<file path="config.mk">
export PLATFORM = sky130hd
export DESIGN_NAME = evt_seq_arbiter
export DESIGN_NICKNAME = d
export VERILOG_FILES = /design/src/rtl/evt_seq_arbiter.sv
export SDC_FILE = /design/constraint.sdc
export NUM_CORES = 1
export LEC_CHECK = 0
export BUFFER_PORTS_ARGS = -buffer_cell sky130_fd_sc_hd__buf_4
export CAP_MARGIN = 20
export CORE_MARGIN = 2
export CORE_UTILIZATION = 44
export DETAILED_ROUTE_END_ITERATION = 16
export PLACE_DENSITY = 0.83
export SYNTH_ARGS = -nofsm -noshare
export SYNTH_HDL_FRONTEND = slang
export SYNTH_SLANG_ARGS = --single-unit
</file>
<file path="constraint.sdc">
create_clock -name clk -period 1.7 [get_ports clk]
set_input_delay 0.255 -clock clk [delete_from_list [all_inputs] [get_ports clk]]
set_output_delay 0.255 -clock clk [all_outputs]
set_load 0.005 [all_outputs]
</file>
<file path="src/rtl/evt_seq_arbiter.sv">
`timescale 1ns/1ps
module evt_seq_arbiter #(
  parameter int NSRC = 4,
  parameter int KIND_W = 4,
  parameter logic [2**KIND_W-1:0] SEV_INIT = 16'hFF00
) (
  input  logic                 clk,
  input  logic                 rst_n,
  input  logic [NSRC-1:0]      eoe_in,
  input  logic                 err_valid,
  input  logic [KIND_W-1:0]    err_kind,
  input  logic [NSRC-1:0]      err_mask,
  input  logic                 sev_wr,
  input  logic [2**KIND_W-1:0] sev_data,
  input  logic                 freeze_clr,
  output logic                 start_pulse,
  output logic                 freeze_out,
  output logic                 freeze_up,
  output logic [NSRC-1:0]      disabled
);
  localparam int NKIND = 2**KIND_W;

  typedef enum logic {PH_ISSUE, PH_COLLECT} phase_t;

  phase_t          phase;
  logic [NSRC-1:0] seen;
  logic [NSRC-1:0] dis;
  logic [NKIND-1:0] sev;
  logic            frz, frz_q, pend;

  wire sev_hit  = sev[err_kind];
  wire err_frz  = err_valid & sev_hit;
  wire err_rem  = err_valid & ~sev_hit;
  wire all_in   = &(seen | dis);
  wire frz_kept = frz & ~freeze_clr;

  assign start_pulse = (phase == PH_ISSUE) && !frz;
  assign freeze_out  = frz;
  assign freeze_up   = frz & ~frz_q;
  assign disabled    = dis;

  always_ff @(posedge clk) begin
    if (!rst_n) begin
      phase <= PH_ISSUE;
      seen  <= '0;
      dis   <= '0;
      sev   <= SEV_INIT;
      frz   <= 1'b0;
      frz_q <= 1'b0;
      pend  <= 1'b0;
    end else begin
      frz_q <= frz;
      if (sev_wr) sev <= sev_data;
      if (err_rem) dis <= dis | err_mask;
      case (phase)
        PH_ISSUE: begin
          if (!frz) begin
            phase <= PH_COLLECT;
            seen  <= '0;
          end
          pend <= pend | err_frz;
          frz  <= frz_kept;
        end
        default: begin
          seen <= seen | eoe_in;
          if (all_in) begin
            phase <= PH_ISSUE;
            pend  <= 1'b0;
            frz   <= frz_kept | pend | err_frz;
          end else begin
            pend <= pend | err_frz;
            frz  <= frz_kept;
          end
        end
      endcase
    end
  end
endmodule

</file>
== Word-level counts from Yosys, hierarchy flattened ==
Cells that the tools add are included.

* Reduce and logical (&&, ||, !) cells: 3
* Bitwise operators: 14
* Eq/ne operators: 1
* Muxes and demuxes: 11
* $lt $le $gt $ge: 1

{| class="wikitable"
|+ Operator list
! kind !! number
|-
| OR 4 bit || 3
|-
| two-way mux 1 bit || 8
|-
| two-way mux 4 bit || 2
|-
| less-than comparator 4 x 5 -> 1 bit (second input constant) || 1
|-
| bitwise AND 1 bit || 4
|-
| binary-select mux 1 bit (select 4 bit) || 1
|-
| NOT 1 bit || 4
|-
| AND reduction 4 bit || 1
|-
| OR 1 bit || 3
|-
| != test 2 bit (second input constant) || 1
|-
| logical AND 1 bit || 1
|-
| logical NOT 1 bit || 1
|}

* Word-level logic and storage cells: 37
* Flip-flop bits (word level): 28
* Input bits: 33

== Longest topological paths before layout ==
* Depth after elaboration: 6
* Mapped depth: 6

== Worst setup path after synthesis ==
No wires, ideal clock.

* Path kind: input-to-reg
* Start: in err_kind[2]
* End: reg frz (netlist: freeze_out)
* Arrival: 1.611 ns
* Stages on the path: 6
* Slack: 0.030 ns
* Cells stage by stage: buf_6 -> mux2i_1 -> mux4_2 -> or3b_1 -> a31oi_1 -> o21a_1

* Cells in the longest elaborated chain, start to end: 6

{| class="wikitable"
|+ Ends and longest elaborated chain
! item !! line !! text
|-
| start: declaration || 11 || <nowiki>input logic [KIND_W-1:0] err_kind,</nowiki>
|-
| binary-select mux 1 bit (select 4 bit) || 31 || <nowiki>wire sev_hit = sev[err_kind];</nowiki>
|-
| two-way mux 1 bit (implied by the code) || 31 ||
|-
| bitwise AND 1 bit || 32 || <nowiki>wire err_frz = err_valid & sev_hit;</nowiki>
|-
| OR 1 bit || 69 || <nowiki>frz <= frz_kept | pend | err_frz;</nowiki>
|-
| two-way mux 1 bit || 66 || <nowiki>if (all_in) begin</nowiki>
|-
| two-way mux 1 bit || 55 || <nowiki>case (phase)</nowiki>
|-
| end signal: assignment || 62 || <nowiki>frz <= frz_kept;</nowiki>
|-
| end signal: assignment || 69 ||
|-
| end signal: assignment || 72 || <nowiki>frz <= frz_kept;</nowiki>
|-
| end: declaration || 29 || <nowiki>logic frz, frz_q, pend;</nowiki>
|}

No other way between the ends. The select of a mux whose other input is x is not followed.
A chain may end at the register's enable or synchronous reset.

== Worst setup path after layout ==
* Start: reg sev[0]
* End: reg frz (netlist: freeze_out)

* Cells in the longest elaborated chain, start to end: 6

{| class="wikitable"
|+ Ends and longest elaborated chain
! item !! line !! text
|-
| start: declaration || 28 || <nowiki>logic [NKIND-1:0] sev;</nowiki>
|-
| start signal: assignment || 53 || <nowiki>if (sev_wr) sev <= sev_data;</nowiki>
|-
| binary-select mux 1 bit (select 4 bit) || 31 ||
|-
| two-way mux 1 bit (implied by the code) || 31 ||
|-
| bitwise AND 1 bit || 32 ||
|-
| OR 1 bit || 69 ||
|-
| two-way mux 1 bit || 66 ||
|-
| two-way mux 1 bit || 55 ||
|}

No other way between the ends. The select of a mux whose other input is x is not followed.

==> flow_metrics.py <==
metrics = {
    "min_path": {
        "hold_start": "sev_data[11]",
        "hold_path_end": "sev[11]",
        "holdPathStages": 3,
        "hold_class": "primary input to flip-flop",
    },
    "detailed_routing": {
        "routed_via_density": 5.179,
        "first_pass_iters": 4,
        "ant_nets": 0,
        "vias": 984,
        "routedWlPerCell_um": 12.93,
        "drc": 0,
        "wirelength_mm": 2.457,
        "drt_first_iter_violations": 12,
    },
    "pwr": {
        "leakage_nw": 0.7190,
        "powerDensity_nw_per_um2": 796.8,
        "irDropWorstVdd_mv": 0.6254,
        "finalPower_w": 0.001235,
    },
    "run": {
        "maxCapViolations": 0,
    },
    "synth": {
        "mappedNetlistArea_um2": 1191,
        "synth-async-reset-ratio_pct": 0,
        "ys_warn_count": 0,
        "synth_edf_count": 0,
        "syn_area_per_cell_um2": 9.844,
        "synth_cells": 121,
        "synth_area_leaders": "dfxtp_1, mux2i_1, nor2b_1",
        "synth_most_common_cell": "dfxtp_1",
        "yosys.area.top_type": "dfxtp_1",
        "synth_nets": 154,
        "ys_top_cells_by_count": "dfxtp_1, mux2i_1, nand2_1",
        "yosys.area.top_type_share_pct": 47.06,
        "ys_seq_elements": 28,
        "synth_flop_cell": "dfxtp_1",
        "synth_cell_types": 23,
        "yosysSeqAreaShare_pct": 47.06,
    },
    "grt": {
        "grt_overflow": 0,
        "grt_max_degree": 32,
        "antenna_found_initial": 0,
        "grt_pass1_vias": 940,
        "grt_first_pass_wirelength_mm": 4.071,
        "grt_util_all_layers_pct": 16.16,
    },
    "place": {
        "place.gp.congestion": 0.8175,
        "dp_cells": 186,
        "place_area_um2": 1505,
        "dpl.hpwl_mm": 1.827,
        "io_buffers": 39,
    },
    "cts": {
        "cts_setup_buffers": 0,
        "htreeDepth": 1,
        "clock_sinks": 28,
        "clk_pin_slew_ns": 0.15,
        "tritoncts": "yes",
        "clock_latency_ns": 0.33,
        "clock_tree.root_cell": "clkbuf_4",
        "cts_made_buffers": 3,
        "cts_buffer_depth": 2,
    },
    "timing": {
        "fin_worst_skew_ns": 0.007315,
        "drv_slew": 0,
        "fmax_mhz": 625.9,
        "rsz0062_at_grt": "no",
        "maxSlewHeadroom_pct": 75.17,
        "final.period_utilization_pct": 93.98,
        "setup_viol_count_final": 0,
        "tns_ns": 0,
        "hold_viol": 0,
        "max_slew.worst_pin.slew_ns": 0.3707,
        "period_minus_slack_ns": 1.598,
    },
    "critical_path": {
        "crit_buf_inv": 0,
        "end_kind": "flip-flop",
        "ff2ff_setup_slack_ns": 0.10,
        "slowest_delay_ns": 0.47,
        "critPathTopFamily": "multiplexers",
        "setup.worst_path.start_class": "flip-flop",
        "required_ns": 1.98,
        "critPathKind": "flip-flop to flip-flop",
        "reg2regPathDepth": 5,
        "path_cells": "mux2i_1 -> mux4_2 -> or3b_1 -> a31oi_1 -> o21a_1",
        "arrival_ns": 1.88,
        "worstPathMaxFanout": 2,
        "reg2reg_to": "freeze_out",
        "timing.rr.start": "sev[0]",
        "slowest_stage": "mux4_2",
    },
    "die": {
        "fp-row-count": 18,
        "initial_core_util_pct": 47.22,
        "die_h_um": 56.03,
        "num_io_pins": 40,
        "core_area_um2": 2522,
        "die_area_um2": 3139,
        "die_x_um": 56.03,
    },
    "layout": {
        "fin_cells": 190,
        "utilization_pct": 61.46,
        "nNetsFinal": 194,
        "layout-drive-gt1-share_pct": 33.75,
        "area_delta_synth_final_pct": 30.15,
        "n_antenna_cell": 0,
        "fin_area_um2": 1550,
    },
    "outcome": {
        "status": "completed",
    },
}
-- layout by cell type, fill, tap and decap left out, types with 2 or more instances in the layout --
cell type	Yosys	final
a22oi_1	5	5
a31oi_1	4	4
buf_4	0	41
clkbuf_4	0	3
dfxtp_1	28	21
dfxtp_2	0	7
inv_1	4	4
mux2i_1	24	24
nand2_1	18	18
nor2b_1	15	15
o21ai_0	4	4
o22ai_1	2	2
-- worst register-to-register path: cells and delay by family (launching register included) --
kind	cells	cell delay, ns
muxes	2	0.55
and+or+nand+nor	1	0.38
DFF	1	0.36
AOI/OAI and AO/OA	2	0.26
-- where the power goes --
group / internal, W / switching, W / total, W
clock network: 0.000131 / 0.000189 / 0.000321
logic: 0.000116 / 0.0000788 / 0.000195
registers: 0.000697 / 0.0000229 / 0.000720
-- routing by layer --
metal / track usage (%) / vias to the layer above / wire length [µm]
li1: - / 498 / -
met5: 0 / - / 0
met1: 19.48 / 456 / 1080
met4: 5.782 / 0 / 47
met2: 27.73 / 24 / 1211
met3: 3.953 / 6 / 118
-- area by class of cell --
type                    count  area [µm²]
flip-flops and latches     28       569.3
clock buffers               4       36.28
well taps                  30       37.54
repair buffers             41       307.8
inverters                   4       15.01
fillers                   231       972.2
multi-input cells          83       584.3
-- per-stage QoR --
step | hold slack, ns | setup WS (ns)
finish | 0.1281 | 0.1023
global route | 0.1234 | 0.009788
global placement | 0.4499 | -0.02764
detailed placement | 0.4568 | -0.05455
CTS | 0.1216 | 0.03621
floorplan | 0.3834 | 0.03038
-- state kept, by name, summed over array words and instances (netlist names) --
| register | cells |
|---|---|
| disabled | 4 |
| freeze_out | 1 |
| frz_q | 1 |
| pend | 1 |
| phase | 1 |
| seen | 4 |
| sev | 16 |
-- logic make-up (layout without fill, tap and decap cells) --
kind of cell	after synthesis	count (layout)	synth area share, %
buffers and inverters	10	49	3.885
AOI/OAI and AO/OA	17	17	9.033
DFF	28	28	47.06
muxes	25	25	22.06
and+or+nand+nor	41	41	17.96
-- what timing repair did --
item / 4_1_cts / 5_1_grt
hold buffers: 0 / 0
hold endpoints to repair: 0 / 0
setup endpoints to repair: 0 / 1
gates resized for setup: 0 / 7
-- worst max path at each step --
stage	to	slack, ns	start	cells after the start
final	freeze_out	0.10	sev[0]	5
after global routing	freeze_out	0.01	sev[13]	5
after CTS	freeze_out	0.04	sev[12]	5
after floorplan	freeze_out	0.03	err_kind[2]	6
after global placement	freeze_out	-0.03	err_kind[2]	6
after detailed placement	freeze_out	-0.05	err_kind[2]	6
(Power assumes the default switching activity.)
